===== src/rtl/csa_pkg.sv =====
package csa_pkg;
    typedef enum logic {
        CSA_ROUND_ROBIN = 1'b0,
        CSA_LEAST_RECENT = 1'b1
    } csa_policy_e;
endpackage


===== src/rtl/csa_rr_ctr.sv =====
module csa_rr_ctr #(
    parameter int NUM_SLOTS = 8,
    localparam int IDX_W = (NUM_SLOTS > 1) ? $clog2(NUM_SLOTS) : 1
) (
    input  logic             clk,
    input  logic             rst_n,
    input  logic             step_i,
    output logic [IDX_W-1:0] cnt_o
);
    localparam logic [IDX_W-1:0] LAST = IDX_W'(NUM_SLOTS - 1);

    logic [IDX_W-1:0] cnt_d, cnt_q;

    always_comb begin
        cnt_d = cnt_q;
        if (step_i) begin
            cnt_d = (cnt_q == LAST) ? '0 : cnt_q + 1'b1;
        end
    end

    always_ff @(posedge clk or negedge rst_n) begin
        if (!rst_n) cnt_q <= '0;
        else        cnt_q <= cnt_d;
    end

    assign cnt_o = cnt_q;
endmodule


===== src/rtl/csa_recency.sv =====
module csa_recency #(
    parameter int NUM_SLOTS = 8,
    localparam int IDX_W = (NUM_SLOTS > 1) ? $clog2(NUM_SLOTS) : 1
) (
    input  logic             clk,
    input  logic             rst_n,
    input  logic             touch_ok_i,
    input  logic [IDX_W-1:0] touch_slot_i,
    input  logic             drop_ok_i,
    input  logic [IDX_W-1:0] drop_slot_i,
    input  logic             grant_i,
    input  logic [IDX_W-1:0] grant_slot_i,
    output logic [IDX_W-1:0] victim_o
);
    localparam logic [IDX_W-1:0] TOP_RANK = IDX_W'(NUM_SLOTS - 1);

    // rank 0 = least recent, TOP_RANK = most recent; ranks form a permutation
    typedef logic [NUM_SLOTS-1:0][IDX_W-1:0] rank_t;

    rank_t rank_d, rank_q;
    rank_t rank_t1, rank_t2;

    function automatic rank_t promote(rank_t r, logic [IDX_W-1:0] s);
        rank_t o = r;
        logic [IDX_W-1:0] old = r[s];
        for (int i = 0; i < NUM_SLOTS; i++) begin
            if (r[i] > old) o[i] = r[i] - 1'b1;
        end
        o[s] = TOP_RANK;
        return o;
    endfunction

    function automatic rank_t demote(rank_t r, logic [IDX_W-1:0] s);
        rank_t o = r;
        logic [IDX_W-1:0] old = r[s];
        for (int i = 0; i < NUM_SLOTS; i++) begin
            if (r[i] < old) o[i] = r[i] + 1'b1;
        end
        o[s] = '0;
        return o;
    endfunction

    always_comb begin
        rank_t1 = rank_q;
        if (touch_ok_i) rank_t1 = promote(rank_t1, touch_slot_i);
        rank_t2 = rank_t1;
        if (drop_ok_i) rank_t2 = demote(rank_t2, drop_slot_i);
        victim_o = '0;
        for (int i = 0; i < NUM_SLOTS; i++) begin
            if (rank_t2[i] == '0) victim_o = IDX_W'(i);
        end
        rank_d = rank_t2;
        if (grant_i) rank_d = promote(rank_t2, grant_slot_i);
    end

    always_ff @(posedge clk or negedge rst_n) begin
        if (!rst_n) begin
            for (int i = 0; i < NUM_SLOTS; i++) rank_q[i] <= IDX_W'(i);
        end else begin
            rank_q <= rank_d;
        end
    end
endmodule


===== src/rtl/csa_live_map.sv =====
module csa_live_map #(
    parameter int NUM_SLOTS = 8,
    localparam int IDX_W = (NUM_SLOTS > 1) ? $clog2(NUM_SLOTS) : 1
) (
    input  logic             clk,
    input  logic             rst_n,
    input  logic             drop_ok_i,
    input  logic [IDX_W-1:0] drop_slot_i,
    input  logic             grant_i,
    input  logic [IDX_W-1:0] grant_slot_i,
    output logic             still_live_o
);
    logic [NUM_SLOTS-1:0] live_d, live_q;
    logic [NUM_SLOTS-1:0] live_f;

    always_comb begin
        live_f = live_q;
        for (int i = 0; i < NUM_SLOTS; i++) begin
            if (drop_ok_i && drop_slot_i == IDX_W'(i)) live_f[i] = 1'b0;
        end
        still_live_o = 1'b0;
        live_d = live_f;
        for (int i = 0; i < NUM_SLOTS; i++) begin
            if (grant_i && grant_slot_i == IDX_W'(i)) begin
                still_live_o = live_f[i];
                live_d[i]    = 1'b1;
            end
        end
    end

    always_ff @(posedge clk or negedge rst_n) begin
        if (!rst_n) live_q <= '0;
        else        live_q <= live_d;
    end
endmodule


===== src/rtl/cyclic_slot_alloc.sv =====
module cyclic_slot_alloc
    import csa_pkg::*;
#(
    parameter int NUM_SLOTS = 8,
    localparam int IDX_W = (NUM_SLOTS > 1) ? $clog2(NUM_SLOTS) : 1
) (
    input  logic             clk,
    input  logic             rst_n,
    input  logic             mode_lru_i,
    input  logic             alloc_req_i,
    input  logic             acc_valid_i,
    input  logic [IDX_W-1:0] acc_slot_i,
    input  logic             free_valid_i,
    input  logic [IDX_W-1:0] free_slot_i,
    output logic             grant_valid_o,
    output logic [IDX_W-1:0] grant_slot_o,
    output logic             overlay_o
);
    localparam logic [IDX_W:0] SLOT_LIMIT = (IDX_W + 1)'(NUM_SLOTS);

    typedef struct packed {
        logic             vld;
        logic [IDX_W-1:0] slot;
        logic             ovl;
    } grant_t;

    grant_t           out_d, out_q;
    csa_policy_e      policy;
    logic             acc_ok, free_ok;
    logic [IDX_W-1:0] rr_slot, lru_slot, pick_slot;
    logic             hit_live;

    assign policy  = csa_policy_e'(mode_lru_i);
    assign acc_ok  = acc_valid_i  && ({1'b0, acc_slot_i}  < SLOT_LIMIT);
    assign free_ok = free_valid_i && ({1'b0, free_slot_i} < SLOT_LIMIT);
    assign pick_slot = (policy == CSA_LEAST_RECENT) ? lru_slot : rr_slot;

    csa_rr_ctr #(.NUM_SLOTS(NUM_SLOTS)) rr_i (
        .clk    (clk),
        .rst_n  (rst_n),
        .step_i (alloc_req_i),
        .cnt_o  (rr_slot)
    );

    csa_recency #(.NUM_SLOTS(NUM_SLOTS)) rec_i (
        .clk          (clk),
        .rst_n        (rst_n),
        .touch_ok_i   (acc_ok),
        .touch_slot_i (acc_slot_i),
        .drop_ok_i    (free_ok),
        .drop_slot_i  (free_slot_i),
        .grant_i      (alloc_req_i),
        .grant_slot_i (pick_slot),
        .victim_o     (lru_slot)
    );

    csa_live_map #(.NUM_SLOTS(NUM_SLOTS)) live_i (
        .clk          (clk),
        .rst_n        (rst_n),
        .drop_ok_i    (free_ok),
        .drop_slot_i  (free_slot_i),
        .grant_i      (alloc_req_i),
        .grant_slot_i (pick_slot),
        .still_live_o (hit_live)
    );

    always_comb begin
        out_d     = out_q;
        out_d.vld = alloc_req_i;
        out_d.ovl = alloc_req_i & hit_live;
        if (alloc_req_i) out_d.slot = pick_slot;
    end

    always_ff @(posedge clk or negedge rst_n) begin
        if (!rst_n) out_q <= '0;
        else        out_q <= out_d;
    end

    assign grant_valid_o = out_q.vld;
    assign grant_slot_o  = out_q.slot;
    assign overlay_o     = out_q.ovl;
endmodule


===== config.mk =====
export PLATFORM = sky130hd
export DESIGN_NAME = cyclic_slot_alloc
export DESIGN_NICKNAME = d
export VERILOG_FILES = /design/src/rtl/csa_pkg.sv /design/src/rtl/csa_rr_ctr.sv /design/src/rtl/csa_recency.sv /design/src/rtl/csa_live_map.sv /design/src/rtl/cyclic_slot_alloc.sv
export SDC_FILE = /design/constraint.sdc
export NUM_CORES = 1
export LEC_CHECK = 0
export BUFFER_PORTS_ARGS = -buffer_cell sky130_fd_sc_hd__buf_2
export CAP_MARGIN = 25
export CORE_ASPECT_RATIO = 0.8
export CORE_MARGIN = 4
export CORE_UTILIZATION = 30
export DETAILED_ROUTE_END_ITERATION = 8
export SYNTH_ARGS = -nofsm -noshare
export SYNTH_HDL_FRONTEND = slang
export SYNTH_HIERARCHICAL = 1
export SYNTH_SLANG_ARGS = --single-unit
export TNS_END_PERCENT = 1

===== constraint.sdc =====
create_clock -name clk -period 8.8 [get_ports clk]
set_clock_uncertainty 0.2 [all_clocks]
set_input_delay 1.76 -clock clk [delete_from_list [all_inputs] [get_ports clk]]
set_output_delay 1.76 -clock clk [all_outputs]
set_load 0.05 [all_outputs]

# After elaboration in Yosys (flattened, before gate mapping)
# Cells that the tools add are included.
# totals
reg_bits	40
output_inout_bits	5
# op_classes
n_addsub	25
n_lt_le_gt_ge	30
n_bitwise	5
n_eq_ne	15
mux	96
n_reduce_logical	28
# op_table
cell	n
$mux 3	60
$mux 24	3
$gt 3x3->1	16
$or 24x24->24	2
$sub 3x1->3 const B	16
$add 3x1->3 const B	9
$bmux 3 s3	3
$demux 3 s3	3
$eq 3x3->1 const B	9
$logic_not 3->1	9
$mux 1	25
$and 24x24->24	1
$lt 3x3->1	8
$not 24->24	1
$logic_and 1x1->1	19
$eq 3x2->1 const B	4
$lt 3x4->1 const B	3
$ge 3x1->1 const B	3
$eq 3x1->1 const B	2
$mux 2	2
$and 1x1->1	1

# Logic depth before layout (Yosys ltp)
# depth
depth_word	34
ltp_mapped	41

# By module
# Netlist, hierarchy kept.
# modules_own_cells
module	area_each_um2	n_inst	seq_area_each_um2	cells_each
csa_recency	5230.0	1	615.6	670
csa_live_map	519.2	1	200.2	56
cyclic_slot_alloc	210.2	1	125.1	12
csa_rr_ctr	137.6	1	75.1	9

# Worst setup path after synthesis
# Ideal clock, no wire load.
# synth_timing
kind	input to register
start	input port acc_slot_i[0]
end	register rec_i/rank_q[5] (netlist bit)
arrival_ps	10235
cell_stages	35
setup_time_ps	96
n_path_buf	3
setup_slack_ps	-1731
required_ps	8504
path_cell_list	buf_2 mux4_1 mux2i_1 ha_1 nor2b_1 o31ai_1 nor2_1 and3_1 o21ai_0 o32ai_1 a211oi_1 o221ai_1 ha_1 nand2b_1 nor3_1 o32ai_1 a311oi_1 inv_1 ha_1 ha_1 or4_1 mux2_4 clkbuf_1 buf_1 nor2_1 a211oi_1 a311o_1 a22oi_1 ha_1 nor3b_1 a21o_1 a31o_1 a311o_1 nor3b_1 a311oi_2
# synth_rtl
element	line	rtl
from (decl)	cyclic_slot_alloc.sv:12	input logic [IDX_W-1:0] acc_slot_i,
to (signal assigned)	csa_recency.sv:60	rank_q <= rank_d;
to (decl)	csa_recency.sv:20	rank_t rank_d, rank_q;

==> results <==
- The number of warning messages in the yosys log is 6.
- The final RePlAce weighted congestion is a little over 0.9.
- The final layout contains 986 nets.
- The later pin in the worst-skew pair is clocked with a latency of between 200 and 300 ps.
- The routed design has about 21,000 um of wire.
- The maximum clock frequency is between 100 and 150 MHz.
- In this run the worst setup path terminates at rec_i/rank_q[5].
- At the pin with the least slew margin, the transition time is approximately 710 ps.
- The synthesized design contains 0 enable-type register cells.
- The final max-slew violation count is 0.
- The number of hold-slack violations in the final timing report is 0.
- The worst register-to-register path ends at rec_i/rank_q[5].
- The startpoint type of the worst setup path is an input pin.
- The start-to-end type of the worst setup path is input pin to flop.
- The most frequent standard cell in the layout excluding fill and tap cells is sky130_fd_sc_hd__buf_4.
- The cell row count is 46.
- The cell count after synthesis came out at roughly 750.
- For this run, the register share of the synthesized area comes to between 10% and 20%.
- CTS placed an instance of sky130_fd_sc_hd__clkbuf_16 at the clock tree root.
- Relative to the synthesized area, the layout overhead comes to 36.1%.
- The average detailed-routed wire length per instance is between 15 and 20 um.
- In this run the deepest clock path goes through 2 buffers.
- The worst register-to-register path has a setup slack of just under 900 ps.
- Of the cells placed in the final design, the portion with a size suffix greater than 1 is 36.0%.
- On the critical path, the stage with the largest delay is an instance of sky130_fd_sc_hd__mux4_2.
- The number of detailed-route iterations in the first pass is 6.
- The clock period minus final worst setup slack is roughly 8900 ps.
- The clock buffer count from CTS is 5.
- The length in cells of the worst reg-to-reg path is 36.
- The mean area per synthesized cell is between 8 and 9 um^2.
- The clock net in this run drives a total of 40 sinks.
- The total routing usage reported by global routing is between 10% and 20%.
- The worst pin sits at a relative slew slack of between 50% and 60%.
- When the netlist entered floorplanning its net count stood at between 800 and 900.
- After routing the design area is 8300 um^2.
- The initial utilization of the core area, before any placement, comes to between 30% and 40%.
- Across all layers, the routed design uses 6,358 vias.
- Input and output buffers added on the ports amount to 16.
- The max-cap violation count is 0.
- The path class of the tightest hold or removal check is flop to flop.
- The post-synthesis cell type with the largest combined area is sky130_fd_sc_hd__ha_1.
- After filler insertion, the fill cell instance count of the layout stands at around 2.0k.
- The final clock period utilization by the worst path is 101%.
- The startpoint of the worst-slack reg-to-reg timing path is rec_i/rank_q[15].
- The global-route wire length before repair is approximately 32,000 um.
- The total standard cell area after synthesis is about 6100 um^2.
- The critical path runs through a total of 36 cells.
- The synthesized netlist contains 103 unique library cells.
- The count of H-tree levels built during CTS is 2.
- 17 I/O pins were placed.
- After detailed placement, the total cell area comes to approximately 7700 um^2.
- The HPWL after detailed placement is roughly 16,000 um.
- The via count of the first global-routing pass is ~5.9k.
- The initial antenna violation count is 0.
- The CTS clock-pin slew for the worst setup and hold paths is 60 ps.
- The final reports fail on negative setup slack.
- Setup repair after global routing could not meet its margin everywhere.
- The final setup violation count is 4.
- The residual DRC count is 0.
- The core region area is 19,900 um^2.
- Of all nets on the critical path, the largest fanout is 8.
- Entering global routing, the biggest net connects 41 pins.
- In the layout the commonest cells are 143 x sky130_fd_sc_hd__buf_4, 80 x sky130_fd_sc_hd__nand2_1, 61 x sky130_fd_sc_hd__ha_1.
- The initial detailed-routing violation count is ~530.
- The largest single stage delay on the critical path is roughly 520 ps.
- The floorplan step set the die width to between 150 and 200 um.
- The signal arrival time at the worst endpoint is 8920 ps.
- The worst setup path is captured at a flop.
- 0 antenna diodes ended up in the layout.
- In the final layout, the multi-input gates occupy 5330 um^2.
- The sequential cell area is 1020 um^2.
- The CTS tree is built.
- By area the synthesized netlist is led by sky130_fd_sc_hd__ha_1 16%, sky130_fd_sc_hd__dfrtp_1 11%, sky130_fd_sc_hd__dfstp_2 5.2%.
- The most used flip-flop cell after synthesis is sky130_fd_sc_hd__dfrtp_1.
- The run finished, with violations left.
- From bottom edge to top edge, the die measures approximately 140 um.
- For this run the aggregate overflow at the end of global routing stands at 0.
- Counting flops with an async set or reset pin after synthesis yields a share of between 90% and 100%.
- The required time reported for the critical path endpoint is just under 9000 ps.
- Across all setup checks in the final design, the least slack found is -123 ps.
- The top cell family by delay on the critical path is compound AO/OA/AOI/OAI gates.
- Counting both buffers and inverters, the worst setup path holds a total of 4.
- The top cell type by area accounts for approximately 16% of the synthesized area.
- After synthesis the netlist holds a flip-flop and latch count of 40.
- The vias per cell is 5.48.
- The launch point of the critical path is acc_slot_i[0].
- The die covers 22,700 um^2.
- The count of nets left with antenna violations once routing finished came out at 0.
[area by class of cell]
type	count	share of cell area, %
Tap cell	264	3.98
Clock buffer	6	1.67
Timing Repair Buffer	167	15.3
Inverter	54	2.44
Multi-Input combinational cell	628	64.2
Sequential cell	40	12.2
Clock inverter	2	0.121
[cells in the mapped netlist (all sizes together), types with 6 or more instances]
| cell type | number |
|---|---|
| a211oi | 7 |
| a21oi | 27 |
| a22oi | 10 |
| and2 | 8 |
| and3 | 12 |
| buf | 10 |
| clkbuf | 16 |
| dfrtp | 28 |
| dfstp | 12 |
| ha | 78 |
| inv | 54 |
| mux2 | 16 |
| mux2i | 14 |
| mux4 | 6 |
| nand2 | 85 |
| nand2b | 18 |
| nand3 | 34 |
| nand4 | 9 |
| nor2 | 46 |
| nor2b | 9 |
| nor3 | 16 |
| nor3b | 8 |
| o211a | 7 |
| o211ai | 7 |
| o21a | 9 |
| o21ai | 45 |
| o31ai | 6 |
| or3 | 12 |
| xnor2 | 9 |
| xor2 | 10 |
[layer usage]
metal	GRT usage (%)	routed length (um)	vias up
met4	3.97	263	0
met1	26.6	10300	3125
met2	27.5	9430	113
met5	0	0	-
met3	1.55	845	15
li1	-	-	3105
[worst register-to-register path: cells and delay by family, from the launching register on]
kind                     cells  cell delay (ps)
XOR/XNOR                     1              130
multiplexers                 2              840
flip-flops                   1              570
adder cells (fa/ha/maj)      5             1100
buffers and inverters        3              360
AND/OR/NAND/NOR             10             1740
AO/OA/AOI/OAI               15             2880
[cells by family after synthesis]
kind of cell	count (synthesis)	share of synthesized area [%]
flip-flops	40	16.7
multiplexers	36	7.84
adder cells (fa/ha/maj)	83	16.8
AND/OR/NAND/NOR	303	27.6
AO/OA/AOI/OAI	186	22.6
XOR/XNOR	19	2.73
buffers and inverters	80	5.66
[metrics by stage]
stage	TNS [ps]	std cells	setup slack, ps	hold slack, ps	util (%)
3_3_place_gp	-9340	1142	-447	258	38.4
4_1_cts	-4.33	1152	-2.59	278	39.6
6_report	-396	1161	-123	269	41.7
2_1_floorplan	-6840	747	-587	242	-
5_1_grt	-7160	1161	-444	319	41.7
3_5_place_dp	-11880	1142	-549	264	38.4
[worst min-delay path by stage]
stage,from,end,slack [ps],depth (start not counted)
floorplan,live_i/live_q[4],live_i/live_q[4],240,2
global route,live_i/live_q[4],live_i/live_q[4],320,2
finish,live_i/live_q[4],live_i/live_q[4],270,2
CTS,live_i/live_q[4],live_i/live_q[4],280,2
detailed placement,live_i/live_q[4],live_i/live_q[4],260,2
global placement,live_i/live_q[6],live_i/live_q[6],260,2
[what timing repair did]
action,in CTS,in global routing
gates resized for setup,15,67
hold buffers,0,0
gates cloned,1,0
setup buffers,1,8
pin swaps,7,30
endpoints found under the setup margin,24,24
[flip-flops by register name, indices dropped and copies added (netlist names)]
name	count
grant_valid_o	1
rr_i/cnt_o	3
grant_slot_o	3
rec_i/rank_q	24
overlay_o	1
live_i/live_q	8
Power is left out: the tool's default activity adds up to more than one toggle a clock period on the data nets, which glitch-free logic cannot reach.
